`config.mk`:
```
export PLATFORM = sky130hd
export DESIGN_NAME = cfg_loader
export DESIGN_NICKNAME = d
export VERILOG_FILES = /design/src/rtl/cfg_loader_pkg.sv /design/src/rtl/cfg_loader_regs.sv /design/src/rtl/cfg_loader_seq.sv /design/src/rtl/cfg_loader.sv
export SDC_FILE = /design/constraint.sdc
export NUM_CORES = 1
export LEC_CHECK = 0
export BUFFER_PORTS_ARGS = -buffer_cell sky130_fd_sc_hd__clkbuf_2
export CORE_MARGIN = 2
export CORE_UTILIZATION = 55
export DETAILED_ROUTE_END_ITERATION = 8
export PLACE_DENSITY = 0.85
export SYNTH_ARGS = -nofsm -noshare
export SYNTH_HDL_FRONTEND = slang
export SYNTH_SLANG_ARGS = --single-unit
```
`constraint.sdc`:
```
create_clock -name clk -period 9.35 [get_ports clk]
set_input_delay 2.805 -clock clk [delete_from_list [all_inputs] [get_ports clk]]
set_output_delay 2.805 -clock clk [all_outputs]
set_load 0.05 [all_outputs]
```
`src/rtl/cfg_loader_pkg.sv`:
```
package cfg_loader_pkg;

  localparam int AW = 16;
  localparam int DW = 8;
  localparam int HAW = 8;

  localparam logic [HAW-1:0] HA_RDIR_HI = 8'h40;
  localparam logic [HAW-1:0] HA_RDIR_LO = 8'h41;
  localparam logic [HAW-1:0] HA_CMD     = 8'h42;
  localparam logic [HAW-1:0] HA_INDEX   = 8'h43;
  localparam logic [HAW-1:0] HA_TABLE   = 8'h50;

  localparam int CB_STOP   = 0;
  localparam int CB_SELECT = 1;
  localparam int CB_RDIR   = 2;

  typedef enum logic [1:0] {
    ST_BOOT,
    ST_REQ,
    ST_WR,
    ST_STOP
  } seq_state_e;

endpackage

```
`src/rtl/cfg_loader_regs.sv`:
```
module cfg_loader_regs
  import cfg_loader_pkg::*;
#(
  parameter int IW = 3
) (
  input  logic           clk,
  input  logic           rst_n,
  input  logic           host_we,
  input  logic [HAW-1:0] host_addr,
  input  logic [DW-1:0]  host_wdata,
  output logic [DW-1:0]  host_rdata,
  input  logic           cap_idx,
  input  logic [IW-1:0]  dip_sw,
  input  logic           consume,
  output logic [AW-1:0]  rdir_addr,
  output logic [AW-1:0]  sel_addr,
  output logic           stop_p,
  output logic           rdir_p,
  output logic           sel_p,
  output logic [IW-1:0]  cfg_idx
);

  localparam int NCFG = 1 << IW;

  logic [DW-1:0] rdir_hi_q, rdir_lo_q;
  logic [IW-1:0] idx_q;
  logic          stop_q, rdir_q, sel_q;
  logic          stop_d, rdir_d, sel_d;
  logic          wr_cmd, wr_hi, wr_lo;
  logic [NCFG-1:0][AW-1:0] tbl_flat;

  assign wr_cmd = host_we && (host_addr == HA_CMD);
  assign wr_hi  = host_we && (host_addr == HA_RDIR_HI);
  assign wr_lo  = host_we && (host_addr == HA_RDIR_LO);

  // Pending commands: a host set wins over a same-cycle consume.
  always_comb begin
    stop_d = stop_q | (wr_cmd & host_wdata[CB_STOP]);
    rdir_d = (rdir_q & ~consume) | (wr_cmd & host_wdata[CB_RDIR]);
    sel_d  = (sel_q  & ~consume) | (wr_cmd & host_wdata[CB_SELECT]);
  end

  always_ff @(posedge clk or negedge rst_n) begin
    if (!rst_n) begin
      stop_q <= 1'b0;
      rdir_q <= 1'b0;
      sel_q  <= 1'b0;
    end else begin
      stop_q <= stop_d;
      rdir_q <= rdir_d;
      sel_q  <= sel_d;
    end
  end

  always_ff @(posedge clk or negedge rst_n) begin
    if (!rst_n) begin
      rdir_hi_q <= '0;
      rdir_lo_q <= '0;
    end else begin
      if (wr_hi) rdir_hi_q <= host_wdata;
      if (wr_lo) rdir_lo_q <= host_wdata;
    end
  end

  always_ff @(posedge clk or negedge rst_n) begin
    if (!rst_n) begin
      idx_q <= '0;
    end else if (cap_idx) begin
      idx_q <= dip_sw;
    end
  end

  for (genvar k = 0; k < NCFG; k++) begin : g_tbl
    logic          hit_hi, hit_lo;
    logic [DW-1:0] hi_q, lo_q;

    assign hit_hi = host_we && (host_addr == HA_TABLE + HAW'(2 * k));
    assign hit_lo = host_we && (host_addr == HA_TABLE + HAW'(2 * k + 1));

    always_ff @(posedge clk or negedge rst_n) begin
      if (!rst_n) begin
        hi_q <= '0;
        lo_q <= '0;
      end else begin
        if (hit_hi) hi_q <= host_wdata;
        if (hit_lo) lo_q <= host_wdata;
      end
    end

    assign tbl_flat[k] = {hi_q, lo_q};
  end

  always_comb begin
    host_rdata = '0;
    if (host_addr == HA_RDIR_HI) host_rdata = rdir_hi_q;
    if (host_addr == HA_RDIR_LO) host_rdata = rdir_lo_q;
    if (host_addr == HA_CMD)     host_rdata = {5'b0, rdir_q, sel_q, stop_q};
    if (host_addr == HA_INDEX)   host_rdata = DW'(idx_q);
    for (int k = 0; k < NCFG; k++) begin
      if (host_addr == HA_TABLE + HAW'(2 * k))     host_rdata = tbl_flat[k][AW-1:DW];
      if (host_addr == HA_TABLE + HAW'(2 * k + 1)) host_rdata = tbl_flat[k][DW-1:0];
    end
  end

  assign rdir_addr = {rdir_hi_q, rdir_lo_q};
  assign sel_addr  = tbl_flat[idx_q];
  assign stop_p    = stop_q;
  assign rdir_p    = rdir_q;
  assign sel_p     = sel_q;
  assign cfg_idx   = idx_q;

endmodule

```
`src/rtl/cfg_loader_seq.sv`:
```
module cfg_loader_seq
  import cfg_loader_pkg::*;
(
  input  logic          clk,
  input  logic          rst_n,
  output logic          ee_req,
  output logic [AW-1:0] ee_addr,
  input  logic          ee_valid,
  input  logic [DW-1:0] ee_data,
  output logic          rf_we,
  output logic [AW-1:0] rf_addr,
  output logic [DW-1:0] rf_wdata,
  input  logic          stop_p,
  input  logic          rdir_p,
  input  logic          sel_p,
  input  logic [AW-1:0] rdir_addr,
  input  logic [AW-1:0] sel_addr,
  output logic          cap_idx,
  output logic          consume,
  output logic          booting
);

  seq_state_e    state_q, state_d;
  logic [AW-1:0] addr_q, addr_d;
  logic [DW-1:0] data_q, data_d;
  logic          data_en;

  always_comb begin
    state_d = state_q;
    addr_d  = addr_q;
    data_d  = data_q;
    data_en = 1'b0;
    unique case (state_q)
      ST_BOOT: begin
        state_d = ST_REQ;
        addr_d  = '0;
      end
      ST_REQ: begin
        if (ee_valid) begin
          data_d  = ee_data;
          data_en = 1'b1;
          state_d = ST_WR;
        end
      end
      ST_WR: begin
        if (stop_p) begin
          state_d = ST_STOP;
        end else begin
          state_d = ST_REQ;
          if (rdir_p)     addr_d = rdir_addr;
          else if (sel_p) addr_d = sel_addr;
          else            addr_d = addr_q + 1'b1;
        end
      end
      ST_STOP: state_d = ST_STOP;
      default: state_d = ST_STOP;
    endcase
  end

  always_ff @(posedge clk or negedge rst_n) begin
    if (!rst_n) begin
      state_q <= ST_BOOT;
      addr_q  <= '0;
      data_q  <= '0;
    end else begin
      state_q <= state_d;
      addr_q  <= addr_d;
      if (data_en) data_q <= data_d;
    end
  end

  assign ee_req   = (state_q == ST_REQ);
  assign ee_addr  = addr_q;
  assign rf_we    = (state_q == ST_WR);
  assign rf_addr  = addr_q;
  assign rf_wdata = data_q;
  assign consume  = (state_q == ST_WR);
  assign cap_idx  = (state_q == ST_BOOT);
  assign booting  = (state_q == ST_BOOT);

endmodule

```
`src/rtl/cfg_loader.sv`:
```
module cfg_loader
  import cfg_loader_pkg::*;
#(
  parameter int IW = 3
) (
  input  logic           clk,
  input  logic           rst_n,
  input  logic [IW-1:0]  dip_sw,
  input  logic           host_we,
  input  logic [HAW-1:0] host_addr,
  input  logic [DW-1:0]  host_wdata,
  output logic [DW-1:0]  host_rdata,
  output logic           ee_req,
  output logic [AW-1:0]  ee_addr,
  input  logic           ee_valid,
  input  logic [DW-1:0]  ee_data,
  output logic           rf_we,
  output logic [AW-1:0]  rf_addr,
  output logic [DW-1:0]  rf_wdata
);

  logic [1:0]    rst_sync_q;
  logic          rst_n_s;
  logic          cap_idx, consume, booting;
  logic          stop_p, rdir_p, sel_p;
  logic [AW-1:0] rdir_addr, sel_addr;
  logic [IW-1:0] cfg_idx;

  // Asynchronous assert, synchronous release.
  always_ff @(posedge clk or negedge rst_n) begin
    if (!rst_n) rst_sync_q <= '0;
    else        rst_sync_q <= {rst_sync_q[0], 1'b1};
  end
  assign rst_n_s = rst_sync_q[1];

  cfg_loader_regs #(.IW(IW)) u_regs (
    .clk        (clk),
    .rst_n      (rst_n_s),
    .host_we    (host_we),
    .host_addr  (host_addr),
    .host_wdata (host_wdata),
    .host_rdata (host_rdata),
    .cap_idx    (cap_idx),
    .dip_sw     (dip_sw),
    .consume    (consume),
    .rdir_addr  (rdir_addr),
    .sel_addr   (sel_addr),
    .stop_p     (stop_p),
    .rdir_p     (rdir_p),
    .sel_p      (sel_p),
    .cfg_idx    (cfg_idx)
  );

  cfg_loader_seq u_seq (
    .clk       (clk),
    .rst_n     (rst_n_s),
    .ee_req    (ee_req),
    .ee_addr   (ee_addr),
    .ee_valid  (ee_valid),
    .ee_data   (ee_data),
    .rf_we     (rf_we),
    .rf_addr   (rf_addr),
    .rf_wdata  (rf_wdata),
    .stop_p    (stop_p),
    .rdir_p    (rdir_p),
    .sel_p     (sel_p),
    .rdir_addr (rdir_addr),
    .sel_addr  (sel_addr),
    .cap_idx   (cap_idx),
    .consume   (consume),
    .booting   (booting)
  );

endmodule

```
# Word level (Yosys, flattened, before mapping)

Cells that the tools add are included.

$add $sub $neg: 1
Magnitude comparators: 1
Equality and inequality tests: 25
Mux-type cells: 31
Bitwise operators: 9
Reductions and logical operators: 23

Operators with widths:

| kind                                                                   | number |
|---|---|
| 8-bit by 7-bit equality test with 1-bit output (second input constant) | 20 |
| 8-bit 2-to-1 mux                                                       | 20 |
| 16-bit 2-to-1 mux                                                      | 4 |
| 16-bit binary-select mux with 3-bit select                             | 1 |
| 16-bit one-hot mux with 2 select lines                                 | 1 |
| 1-bit logical AND                                                      | 19 |
| 16-bit by 1-bit adder with 16-bit output (second input constant)       | 1 |
| 2-bit one-hot mux with 4 select lines                                  | 1 |
| 1-bit bitwise AND                                                      | 5 |
| 2-bit equality test (second input constant)                            | 2 |
| 3-bit by 4-bit < comparator with 1-bit output (second input constant)  | 1 |
| 2-bit 2-to-1 mux                                                       | 2 |
| 1-bit bitwise OR                                                       | 3 |
| 3-bit AND reduction                                                    | 1 |
| 2-bit by 1-bit equality test with 1-bit output (second input constant) | 1 |
| 2-bit logical NOT                                                      | 1 |
| 1-bit 2-to-1 mux                                                       | 2 |
| 2-bit by 1-bit != test with 1-bit output (second input constant)       | 1 |
| 2-bit != test (second input constant)                                  | 1 |
| 2-bit AND reduction                                                    | 1 |
| 2-bit nonzero test                                                     | 1 |
| 1-bit NOT                                                              | 1 |

Register bits: 178
Word-level logic and storage cells: 116

# Logic depth before layout (Yosys ltp)

Gate-level depths: netlist (run 1).

Depth after elaboration: 21
Gate-level depth with buffers: 8

# By module

A second synthesis (run 1) with hierarchy kept.

Cells, all modules: 865
Area total of the unflattened synthesis: 10,334.9 µm²

By module, submodules not included:

| module          | times used | cells each | area each (µm²) | seq. area each (µm²) |
|---|---|---|---|---|
| cfg_loader_regs | 1          | 672        | 8,479.4         | 3,753.6 |
| cfg_loader_seq  | 1          | 190        | 1,801.7         | 650.6 |
| cfg_loader      | 1          | 3          | 53.8            | 50.0 |

# Worst setup path before layout (run 1)

No wires, ideal clock.

Path kind: in2out
From: input host_addr[2]
To: output host_rdata[6]
Arrival: 5.142 ns
Path slack: 1.403 ns
Stages: 7
Path through: buf_6 > or2_1 > buf_6 > or3_1 > nor4_1 > nor4_1 > a211oi_1

Word-level cells in the longest chain between the ends: 21
Elaborated cells on any way between the ends: 40

RTL lines:

| what                                           | RTL line               | RTL |
|---|---|---|
| start, declared                                | cfg_loader.sv:10       | `input logic [HAW-1:0] host_addr,` |
| 8-bit by 7-bit equality test with 1-bit output | cfg_loader_regs.sv:95  | `if (host_addr == HA_RDIR_HI) host_rdata = rdir_hi_q;` |
| 8-bit 2-to-1 mux                               | cfg_loader_regs.sv:95  |  |
| 8-bit 2-to-1 mux                               | cfg_loader_regs.sv:96  | `if (host_addr == HA_RDIR_LO) host_rdata = rdir_lo_q;` |
| 8-bit 2-to-1 mux                               | cfg_loader_regs.sv:97  | `if (host_addr == HA_CMD) host_rdata = {5'b0, rdir_q, sel_q, stop_q};` |
| 8-bit 2-to-1 mux                               | cfg_loader_regs.sv:98  | `if (host_addr == HA_INDEX) host_rdata = DW'(idx_q);` |
| 8-bit 2-to-1 mux                               | cfg_loader_regs.sv:100 | `if (host_addr == HA_TABLE + HAW'(2 * k)) host_rdata = tbl_flat[k][AW-1:DW];` |
| 8-bit 2-to-1 mux                               | cfg_loader_regs.sv:101 | `if (host_addr == HA_TABLE + HAW'(2 * k + 1)) host_rdata = tbl_flat[k][DW-1:0];` |
| 8-bit 2-to-1 mux                               | cfg_loader_regs.sv:100 |  |
| (+5 left out)                                  | n/a                    |  |
| 8-bit 2-to-1 mux                               | cfg_loader_regs.sv:100 |  |
| 8-bit 2-to-1 mux                               | cfg_loader_regs.sv:101 |  |
| 8-bit 2-to-1 mux                               | cfg_loader_regs.sv:100 |  |
| 8-bit 2-to-1 mux                               | cfg_loader_regs.sv:101 |  |
| 8-bit 2-to-1 mux                               | cfg_loader_regs.sv:100 |  |
| 8-bit 2-to-1 mux                               | cfg_loader_regs.sv:101 |  |
| 8-bit 2-to-1 mux                               | cfg_loader_regs.sv:100 |  |
| 8-bit 2-to-1 mux (*)                           | cfg_loader_regs.sv:101 |  |
| end, declared                                  | cfg_loader.sv:12       | `output logic [DW-1:0] host_rdata,` |

Every way passes the cells marked *; elsewhere a longest branch is shown, timed or not.

# Worst setup path in the final report (run 1)

Same ends and word-level chain as after synthesis.

==> impl_results.md, run 1 <==
- Cell Int Power: 1.43 mW
- # setup viols final: 0
- Final worst path period share: 0.883
- Total Power: 2.21 mW
- Critical Path Source: host_addr[2]
- Clock tree root driver cell: clkbuf_16
- Sw Ratio: 0.353
- Initial Util: 0.564
- DRT iter0 DRCs: 1081
- Top FF cell, synth: dfrtp_1
- Fraction of registers with async set or reset after synthesis: 1.00
- RSZ-0062 raised after global routing: no
- M3 GR Usage: 0.0817
- Seq pwr share: 0.411
- Post-synthesis compound-gate area fraction: 0.112
- CP arrival: roughly 5500 ps
- Detailed Route WL: roughly 29000 um
- Clock Skews: 8.51 ps
- PD cells: 199 mW/mm2
- Row count: 49
- Sequential area share after synthesis: 0.437
- Number of synthesized register bits: 178
- Met1 Use GR: 0.413
- Worst path required time: approximately 6600 ps
- Cells after Synth: around 870
- DR WL/cell: 25.3 um
- HP Class: reg -> async
- Mapped Area: 0.0102 mm2
- Combinational power share: 0.278
- Largest net degree at the start of global routing: 72
- P_sw: between 0.7 and 0.8 mW
- Setup Buffers After CTS: 0
- Largest family of logic cells by synthesized area: multiplexers
- Synth top area cells: dfrtp_1 (44%), mux2_2 (18%), mux4_2 (7.9%)
- Routing usage on met2: 0.456
- Mux cell area share after synthesis: 0.292
- CP Capture Type: output port
- Initial antenna violation count: 0
- Via count: about 8000
- Status: finished with violations
- Setup ws final: approximately 1100 ps
- Synth Area in XOR/XNOR: 0.00687
- Number of sinks on the clock net: 178
- Post-synthesis cell type count: 69
- GRT Max-Usage Layer: met2
- Die span in y: 140 um
- Num CTS Buffers: 17
- Clock power frac: 0.311
- Post-synth EDFFs: 0
- Top Ports: 81
- Relative max-transition margin: 0.272
- Peak supply drop: 139 uV
- Die Area: 0.0197 mm2
- H-Tree Depth: 4
- Number of max-cap violations: 0
- Vias in the first global route: 7858
- Core area: 0.0181 mm2
- Pre-antenna DRT Iters: 8
- CP Class: in -> out
- Final hold violation count: 0
- Hpwl dp: 19600 um
- CTS tree: built
- Remaining DRCs: 12
- # diodes: 0
- CTS max path bufs: 2
- CP Launch Type: primary input
- Total congestion overflow: 0
- Layout cell share with drive strength beyond 1: 0.378
- Post-synthesis simple-gate area fraction: 0.104
- Post-synth top area share: 0.437
- Syn avg cell area: 11.8 um2
- Global-route usage over all layers: 0.300
- Highest clock rate: 121 MHz
- Die W: 140 um
- Synth warn: 0
- Final Max Tran Viols: 0
- IO buf count: 80
- CP max FO: 18
- Lkg Pwr: 4.98 nW
- Via density: 7.02
- Tmin final: 8260 ps
- First-pass GRT wire length: 45300 um
- Final Util: 0.614
- Post-Syn Nets: about 900
- P&R area growth vs syn: 8.84%
- Routed Antenna Nets: 0
- Worst-margin pin slew: ~1100 ps
- Adder-Cell Fraction of Synth Area: 0.00123
- Layout net count: 926
- Clock latency on the worst-skew pair: approximately 440 ps
- # hold bufs at CTS: 0
- GP Congestion: 0.967
- CTS clk-pin slew, worst paths: 60 ps
- Failing checks: DRC
- R2r startpoint: u_regs.cfg_idx[0]$_DFFE_PN0P_
- Yosys top cell by area: dfrtp_1
- Setup TNS: 0 ps
- Post-cts sizing count: 0
- Dpl ws: about 1200 ps
- Hold_ws: around 350 ps
-- area by class of cell --
cell class                 count  area (um2)
tap                          229         287
multi-input combinational    597        5270
timing repair buffer          94         508
sequential                   178        4460
fill                        1418        6980
clock inverter                 7        78.8
clock buffer                  25         475
inverter                       6        22.5
-- Yosys cell counts, types with 16 or more instances --
cell type,instances
buf_2,28
mux2i_1,30
nand3_1,16
mux4_2,36
dfrtp_1,178
clkbuf_1,32
o21ai_0,32
o22ai_1,17
nand2_1,42
nor2_1,27
mux2_2,166
buf_4,21
a21oi_1,21
-- sequential cells by signal (all words and copies together), names as in the netlist --
signal	cells
u_seq.state_q	2
u_regs.stop_p	1
u_regs.rdir_lo_q	8
rst_sync_q	2
u_regs.rdir_p	1
u_regs.g_tbl.hi_q	64
u_regs.sel_p	1
u_regs.g_tbl.lo_q	64
u_regs.cfg_idx	3
u_seq.ee_addr	16
u_seq.rf_wdata	8
u_regs.rdir_hi_q	8
-- critical path, cell delays in order --
cell	delay (ps)
clkbuf_2	260
or2_1	460
or3_1	440
nor4_1	640
nor4_1	110
a211oi_1	360
clkbuf_2	360
-- power groups by stage --
stage / registers (mW) / logic, mW / clock network [mW]
after floorplan: 1.01 / 0.384 / 0
after global placement: 0.917 / 0.603 / 0
after detailed placement: 0.922 / 0.610 / 0
after CTS: 0.908 / 0.613 / 0.692
after global routing: 0.918 / 0.649 / 0.722
final: 0.910 / 0.616 / 0.688
-- cells by family after synthesis --
kind of cell	after synthesis
buffers and inverters	92
AOI/OAI and AO/OA	163
adders and majority gates	1
xor gates and xnor gates	8
other	1
muxes	232
DFF	178
and+or+nand+nor	192
-- per-stage QoR --
step	std cells	cell area, um2
floorplan	867	10200
global placement	1104	10500
detailed placement	1104	10500
CTS	1136	11100
global route	1136	11100
finish	1136	11100
-- path summary, 6_finish.rpt --
| check | to | slack, ps | depth (start not counted) |
|---|---|---|---|
| setup / recovery | host_rdata[6] | 1090 | 7 |
| hold / removal | u_regs.g_tbl[4].lo_q[1]$_DFFE_PN0P_ | 350 | 0 |
| setup reg to reg | u_seq.ee_addr[15]$_DFFE_PN0P_ | 6930 | 6 |
| hold reg to reg | u_regs.g_tbl[4].lo_q[1]$_DFFE_PN0P_ | 350 | 0 |
| max in group asynchronous | rst_sync_q[1]$_DFF_PN0_ | 7100 | 1 |
| min in group clk | rst_sync_q[1]$_DFF_PN0_ | 350 | 0 |
-- cells in the final DEF, fill, tap and decap left out, drive strengths merged, types with 5 or more instances in the layout --
cell type	synthesis	routed
mux2i	30	30
mux2	166	166
a21oi	21	21
nand2	42	42
a32oi	13	13
a22o	5	5
a211oi	7	7
xnor2	6	6
a21o	5	5
nor2b	12	12
nand3b	5	5
buf	54	15
a22oi	7	7
nand4	14	14
and2	8	8
clkbuf	32	104
nand2b	7	7
and3	9	9
nor2	39	39
mux4	36	36
inv	6	6
o22ai	17	17
nor4	10	10
nand3	16	16
o211ai	8	8
o21ai	34	34
dfrtp	178	178
nor3	12	12
-- layer usage --
| metal | wire length (um) | up-vias |
|---|---|---|
| met1 | 11600 | 3938 |
| met5 | 0 | - |
| met2 | 13000 | 596 |
| met3 | 3160 | 103 |
| li1 | - | 3341 |
| met4 | 1030 | 0 |
Power figures use the tool's default switching activity.
==> run 2: changes to the inputs <==
--- a/config.mk
+++ b/config.mk
@@ -9,7 +9,8 @@
 export CORE_MARGIN = 2
 export CORE_UTILIZATION = 55
 export DETAILED_ROUTE_END_ITERATION = 8
-export PLACE_DENSITY = 0.85
+export PLACE_DENSITY_LB_ADDON = 0.1
+export RECOVER_POWER = 50
 export SYNTH_ARGS = -nofsm -noshare
 export SYNTH_HDL_FRONTEND = slang
 export SYNTH_SLANG_ARGS = --single-unit
==> impl_results.md, run 2 (synthesized netlist as in run 1, its figures left out) <==
- Clock tree root driver cell: clkbuf_16 (unchanged)
- Worst path required time: 6550 ps (about the same)
- CP top delay family: simple AND/OR/NAND/NOR gates (unchanged)
- Cell Int Power: 1.45 mW (was 1.43 mW)
- Final hold violation count: 0 (unchanged)
- CP arrival: 5560 ps (was 5460 ps)
- First-pass GRT wire length: 48400 um (was 45300 um)
- Highest clock rate: 120 MHz (was 121 MHz)
- CP Capture Type: output port (unchanged)
- # hold bufs at CTS: 0 (unchanged)
- IO buf count: 80 (unchanged)
- Post-cts sizing count: 0 (unchanged)
- Num CTS Buffers: 17 (unchanged)
- Via count: 7808 (was 7978)
- Total congestion overflow: 0 (unchanged)
- # diodes: 0 (unchanged)
- Critical path buffer and inverter count: 2 (unchanged)
- CP most frequent cell: clkbuf_2
- CP peak stage delay: 750 ps (was 640 ps)
- Detailed Route WL: 31200 um (was 28800 um)
- Logic depth of the worst path, buffers included: 7 (unchanged)
- Tmin final: 8360 ps (was 8260 ps)
- CTS tree: built (unchanged)
- Die span in y: 140 um (unchanged)
- HP Class: reg -> reg (was reg -> async)
- Top Ports: 81 (unchanged)
- P_sw: 0.809 mW (was 0.781 mW)
- Clock Skews: 8.50 ps (was 8.51 ps)
- Setup Buffers After CTS: 0 (unchanged)
- Routed Antenna Nets: 0 (unchanged)
- Setup ws final: 987 ps (was 1090 ps)
- Final Non-Filler Cells: 1135 (was 1136)
- CP Launch Type: primary input (unchanged)
- Placed Cells: 1103 (was 1104)
- Die Area: 0.0197 mm2 (unchanged)
- Die W: 140 um (unchanged)
- Combinational power share: 0.276 (was 0.278)
- Layout cell share with drive strength beyond 1: 0.373 (was 0.378)
- Clock power frac: 0.323 (was 0.311)
- DRT iter0 DRCs: 837 (was 1081)
- Setup TNS: 0 ps (unchanged)
- CP Class: in -> out (unchanged)
- Global-route usage over all layers: 0.328 (was 0.300)
- Largest net degree at the start of global routing: 80 (was 72)
- Clock latency on the worst-skew pair: 440 ps (about the same)
- Status: finished with violations (unchanged)
- Seq pwr share: 0.401 (was 0.411)
- # setup viols final: 0 (unchanged)
- Layout net count: 925 (was 926)
- Number of sinks on the clock net: 178 (unchanged)
- Number of max-cap violations: 3 (was 0)
- H-Tree Depth: 4 (unchanged)
- CP max FO: 27 (was 18)
- # fillers: 1479 (was 1418)
- Critical-path cell list: clkbuf_2, and4bb_2, nand2_1, a221oi_1, o21ai_0, o21ai_1, clkbuf_2 (was clkbuf_2, or2_1, or3_1, nor4_1, nor4_1, a211oi_1, clkbuf_2)
- R2r startpoint: rst_sync_q[1]$_DFF_PN0_ (was u_regs.cfg_idx[0]$_DFFE_PN0P_)
- Final Max Tran Viols: 189 (was 0)
- PD cells: 204 mW/mm2 (was 199 mW/mm2)
- Worst-margin pin slew: 4180 ps (was 1090 ps)
- RSZ-0062 raised after global routing: no (unchanged)
- GP Congestion: 0.907 (was 0.967)
- Via density: 6.88 (was 7.02)
- Worst reg2reg setup slack: 4100 ps (was 6930 ps)
- Critical Path Source: host_addr[4] (was host_addr[2])
- Core area: 0.0181 mm2 (unchanged)
- Reg2reg end: u_regs.cfg_idx[0]$_DFFE_PN0P_ (was u_seq.ee_addr[15]$_DFFE_PN0P_)
- Dpl ws: 1160 ps (was 1230 ps)
- Commonest non-fill, non-tap cell in the layout: dfrtp_1 (unchanged)
- Sw Ratio: 0.358 (was 0.353)
- Remaining DRCs: 15 (was 12)
- CTS clk-pin slew, worst paths: 70 ps (was 60 ps)
- Pre-antenna DRT Iters: 8 (unchanged)
- Relative max-transition margin: -1.78 (was 0.272)
- CTS max path bufs: 2 (unchanged)
- Vias in the first global route: 7818 (was 7858)
- P&R area growth vs syn: 8.89% (was 8.84%)
- Hpwl dp: 21400 um (was 19600 um)
- CP endpoint: host_rdata[3] (was host_rdata[6])
- Final worst path period share: 0.894 (was 0.883)
- Row count: 49 (unchanged)
- R2R depth: 1 (was 6)
- Slowest CP cell: and4bb_2 (was nor4_1)
- Most frequent cells in the layout: dfrtp_1 (177), mux2_2 (165), clkbuf_2 (77) (was dfrtp_1 (176), mux2_2 (166), clkbuf_2 (79))
- Peak supply drop: 132 uV (was 139 uV)
- Failing checks: DRC, capacitance limit, slew limit (was DRC)
- Initial antenna violation count: 1 (was 0)
- Initial Util: 0.564 (unchanged)
- Lkg Pwr: 4.98 nW (about the same)
- DR WL/cell: 27.5 um (was 25.3 um)
## run 2: how the worst min path moves through the flow
| stage | start | end | slack [ps] | depth (start not counted) |
|---|---|---|---|---|
| floorplan | rst_sync_q[0]$_DFF_PN0_ | rst_sync_q[1]$_DFF_PN0_ | 330 | 0 |
| global placement | rst_sync_q[1]$_DFF_PN0_ | u_regs.g_tbl[5].hi_q[7]$_DFFE_PN0P_ | 230 | 0 |
| CTS | rst_sync_q[1]$_DFF_PN0_ | u_regs.g_tbl[5].hi_q[7]$_DFFE_PN0P_ | 240 | 0 |
| finish | rst_sync_q[0]$_DFF_PN0_ | rst_sync_q[1]$_DFF_PN0_ | 370 | 0 |
| global route | rst_sync_q[0]$_DFF_PN0_ | rst_sync_q[1]$_DFF_PN0_ | 370 | 0 |
| detailed placement | rst_sync_q[1]$_DFF_PN0_ | u_regs.g_tbl[5].hi_q[7]$_DFFE_PN0P_ | 240 | 0 |
## run 2: through the flow
step | total power [mW] | util | area [um2] | hold slack (ps)
floorplan | 1.40 | - | 10200 | 331
global placement | 1.52 | 0.583 | 10500 | 228
detailed placement | 1.54 | 0.583 | 10500 | 236
CTS | 2.26 | 0.615 | 11100 | 243
global route | 2.34 | 0.614 | 11100 | 368
finish | 2.26 | 0.614 | 11100 | 369
## run 2: area by class of cell
type                            instances  area, um2  share of cell area
Multi-Input combinational cell        597       5270               0.475
Sequential cell                       178       4460               0.401
Timing Repair Buffer                   93        487              0.0438
Clock buffer                           20        437              0.0393
Tap cell                              229        287              0.0258
Clock inverter                         12        148              0.0133
Inverter                                6       22.5             0.00203
## run 2: power by group through the flow
stage | Sequential (mW) | Combinational, mW | Clock [mW]
floorplan | 1.01 | 0.384 | 0
global placement | 0.913 | 0.612 | 0
detailed placement | 0.920 | 0.621 | 0
CTS | 0.905 | 0.622 | 0.734
global route | 0.915 | 0.661 | 0.768
finish | 0.906 | 0.624 | 0.731
## run 2: layer usage
metal  GRT usage  wire length [um]
met5           0                 0
met4       0.131              1070
met3      0.0742              2560
met2       0.511             14600
met1       0.449             13000
